### src/rtl/atr_seq.sv
module atr_seq #(
  parameter int WIN_CLKS = 40100
) (
  input  logic       clk,
  input  logic       rst_n,
  input  logic       wr_en,
  input  logic [7:0] wr_data,
  input  logic       card_clk_tick,
  input  logic       card_io,
  output logic       vcc_on,
  output logic       card_rst,
  output logic       auto_on,
  output logic [3:0] aux_n,
  output logic       atr_pulse,
  output logic       mute_pulse,
  output logic       atr_flag,
  output logic       mute_flag
);
  localparam int CW = $clog2(2 * WIN_CLKS + 1);
  localparam logic [CW-1:0] HALF = CW'(WIN_CLKS);
  localparam logic [CW-1:0] LAST = CW'(2 * WIN_CLKS - 1);

  logic          act, man_rst, io_q;
  logic [3:0]    aux;
  logic [CW-1:0] cnt;

  wire rst_phase = cnt >= HALF;
  wire io_fall   = io_q & ~card_io;

  assign vcc_on   = act;
  assign aux_n    = ~aux;
  assign card_rst = act & (auto_on ? rst_phase : man_rst);

  always_ff @(posedge clk or negedge rst_n) begin
    if (!rst_n) begin
      act        <= 1'b0;
      man_rst    <= 1'b0;
      aux        <= 4'h0;
      auto_on    <= 1'b0;
      cnt        <= '0;
      io_q       <= 1'b1;
      atr_pulse  <= 1'b0;
      mute_pulse <= 1'b0;
      atr_flag   <= 1'b0;
      mute_flag  <= 1'b0;
    end else begin
      io_q       <= card_io;
      atr_pulse  <= 1'b0;
      mute_pulse <= 1'b0;
      if (wr_en) begin
        act       <= wr_data[0];
        man_rst   <= wr_data[1];
        aux       <= wr_data[7:4];
        auto_on   <= wr_data[2] & wr_data[0];
        atr_flag  <= 1'b0;
        mute_flag <= 1'b0;
        if (wr_data[2]) cnt <= '0;
      end else if (auto_on) begin
        if (io_fall && rst_phase) begin
          auto_on   <= 1'b0;
          man_rst   <= 1'b1;
          atr_pulse <= 1'b1;
          atr_flag  <= 1'b1;
        end else if (card_clk_tick) begin
          if (cnt == LAST) begin
            auto_on    <= 1'b0;
            man_rst    <= 1'b0;
            mute_pulse <= 1'b1;
            mute_flag  <= 1'b1;
          end else begin
            cnt <= cnt + 1'b1;
          end
        end
      end
    end
  end

  a_r5_atr_disarms: assert property (@(posedge clk) disable iff (!rst_n)
    atr_pulse |-> !auto_on && card_rst && atr_flag);
  a_r7_mute_disarms: assert property (@(posedge clk) disable iff (!rst_n)
    mute_pulse |-> !auto_on && !card_rst && mute_flag);
  a_r6_no_early_atr: assert property (@(posedge clk) disable iff (!rst_n)
    auto_on && !rst_phase && !wr_en |=> !atr_pulse);
  a_r4_starts_low: assert property (@(posedge clk) disable iff (!rst_n)
    wr_en && wr_data[2] && wr_data[0] |=> auto_on && !card_rst);
  a_r9_deact_abort: assert property (@(posedge clk) disable iff (!rst_n)
    wr_en && !wr_data[0] |=> !auto_on && !card_rst && !vcc_on);
  a_r5_pulse_excl: assert property (@(posedge clk) disable iff (!rst_n)
    !(atr_pulse && mute_pulse));
endmodule

### config.mk
export PLATFORM = sky130hd
export DESIGN_NAME = atr_seq
export DESIGN_NICKNAME = d
export VERILOG_FILES = /design/src/rtl/atr_seq.sv
export SDC_FILE = /design/constraint.sdc
export NUM_CORES = 1
export LEC_CHECK = 0
export CORE_MARGIN = 2
export CORE_UTILIZATION = 50
export CTS_CLUSTER_DIAMETER = 30
export DETAILED_ROUTE_END_ITERATION = 10
export PLACE_DENSITY = 0.75
export SYNTH_ARGS = -nofsm -noshare
export SYNTH_HDL_FRONTEND = slang
export SYNTH_SLANG_ARGS = --single-unit
### constraint.sdc
create_clock -name clk -period 4.8 [get_ports clk]
set_input_delay 0.96 -clock clk [delete_from_list [all_inputs] [get_ports clk]]
set_output_delay 0.96 -clock clk [all_outputs]
set_load 0.02 [all_outputs]
==> results.cfg <==
[min_path]
holdPathEnd = mute_flag
min-delay-start = mute_flag
whs_path_depth = 2
min-delay-path-class = flop to flop

[cts]
cts_setup_buffers = 0
clkSlewWorstSetupHoldPaths_ns = 0.09
root_buffer = clkbuf_4
hold_buffers = 0
cts_buffer_depth = 2
cts-htree-levels = 2
numClockSinks = 29
cts_tree = yes
cts_inserted_buffers = 5
clk_latency_ns = 0.34
cts.repair.resized = 0

[global_route]
grt.total_usage_pct = 21.5
grt_antenna_before_repair = 0
grt_pass1_vias = 1307
grt_max_degree = 31
overflow = 0
grt_pass1_wl_um = 5780

[yosys]
yosysWarnings = 0
synthTopCellsByArea = dfrtp_1, nand3_1, o21ai_0
synth_edf_count = 0
synthTopCellsByCount = dfrtp_1, nand3_1, nand2_1
synth.most_common_cell = dfrtp_1
synthCells = 175
syn-num-nets = 190
synth-seq-cells = 29
synth.largest_area_cell = dfrtp_1
synth_area_per_cell_sq_um = 9.13
synth_cell_types = 45
async_flop_share_pct = 100
synth-seq-area-share_pct = 45.5
netlist_area_sq_mm = 0.00160
yosys_most_used_dff = dfrtp_1
synth_top_area_share_pct = 43.9

[timing]
post-route-period-util_pct = 74.8
hold_viol_final = 0
setup_ws_ns = 1.21
tns_ns = 0
setup_viol = 0
rsz0062_at_grt = no
relSlewSlack_pct = 45.1
worstMarginPinSlew_ns = 0.823
slew_viol_final = 0
whs_ns = 0.520
min_period_ns = 3.59
timing.fmax_mhz = 278
clock_skew_ns = 0.00263

[setup_path]
r2r_end = cnt[8]
start_kind = flop
cp_max_fo = 7
r2r-start = cnt[3]
worstSetupEndpointType = output port
cp_data_required_time_ns = 3.84
path_class = flop to output port
cp.arrival_ns = 2.63
reg2reg_depth = 6
r2r_slack_ns = 1.98

[floorplanning]
ios = 24
core_sq_mm = 0.00305
rows = 20
die_w_um = 60.5
fp.dieH_um = 60.5
dieArea_sq_mm = 0.00366
start_util_pct = 52.3

[place]
port_buffers = 22
dp_slack_ns = 1.34
hpwlAfterDp_um = 2500
place.gp.congestion = 0.796

[pwr]
vdd_ir_drop_max_v = 0.000205
p_leak_nw = 0.765
power_uw = 534
powerDensity_mw_per_mm2 = 277

[layout]
area_growth_pct = 20.8
fillers = 263
layout.nets = 213
drive_gt1_share_pct = 8.04
antennaDiodeCount = 0

[detailed_routing]
wl_per_cell_um = 14.6
viasPerCell = 5.73
drc = 0
dr_total_vias = 1393
wl_um = 3560
dr.first_iter.drc_count = 53
ant_nets = 0
dr.pass1.iters = 5

[run]
maxCapViolations = 0

[outcome]
status = finished clean
==> layout make-up <==
| type | instances | area, sq um | area share, % |
|---|---|---|---|
| clock buffer | 7 | 55.1 | 2.85 |
| sequential | 29 | 727 | 37.7 |
| clock inverter | 1 | 30.0 | 1.56 |
| multi-input combinational | 129 | 798 | 41.3 |
| inverter | 10 | 37.5 | 1.94 |
| timing repair buffer | 23 | 228 | 11.8 |
| tap | 44 | 55.1 | 2.85 |
==> kinds of logic (layout without fill, tap and decap cells) <==
group,count (synthesis),in the layout,synth area share (%)
compound gates,41,41,18.1
xor+xnor,4,4,2.19
fa+ha+maj,2,2,1.57
buf+inv,17,41,4.54
flops,29,29,45.5
mux,2,2,1.33
simple gates,80,80,26.8
==> routing by layer <==
metal	GRT usage, %	vias up	part of all wire, %
met5	0	-	0
met4	9.32	0	1.7
met3	6.61	8	4.7
met2	34.8	31	49
met1	26.8	671	45
li1	-	683	-
==> flip-flops by register name, summed over array words and instances (netlist names) <==
register    count
mute_flag       1
auto_on         1
man_rst         1
vcc_on          1
io_q            1
mute_pulse      1
atr_pulse       1
aux             4
cnt            17
atr_flag        1
==> per-stage QoR <==
step           util, %  instances  instance area [sq um]
2_1_floorplan        -        175                   1600
3_3_place_gp      60.5        235                   1850
3_5_place_dp      60.5        235                   1850
4_1_cts           63.2        243                   1930
5_1_grt           63.2        243                   1930
6_report          63.2        243                   1930
==> worst max-delay path, stage by stage, from the launching register on <==
cell and delay, ns:
dfrtp_1 0.47, nor4bb_1 0.45, nand4_1 0.22, o221a_2 0.35
nand2_1 0.07, o211a_1 0.13, clkdlybuf4s50_1 0.60
==> where the power goes <==
part | internal (mW) | total, mW | switching (mW) | leakage (nW)
sequential | 0.253 | 0.261 | 0.00825 | 0.388
combinational | 0.0269 | 0.0588 | 0.0319 | 0.331
clock | 0.124 | 0.214 | 0.0897 | 0.0455
==> worst max path at each step <==
stage,from,end,slack (ns)
6_report,cnt[6],card_rst,1.21
5_1_grt,cnt[6],card_rst,1.11
4_1_cts,cnt[6],card_rst,1.22
3_5_place_dp,wr_en,cnt[8],1.34
3_3_place_gp,wr_en,cnt[8],1.45
2_1_floorplan,cnt[6],card_rst,2.26
==> cells in the final DEF (no fill, tap or decap), drive strengths merged, types with 3 or more instances in the layout <==
master	Yosys	final
or3	7	7
and3	3	3
dfrtp	28	28
nor2	12	12
clkdlybuf4s50	0	22
inv	10	10
o31ai	3	3
clkbuf	3	7
nand2	17	17
a21oi	7	7
o211ai	4	4
o21ai	13	13
nand2b	3	3
nand3	22	22
No activity file was read; power rests on OpenSTA's default activity.
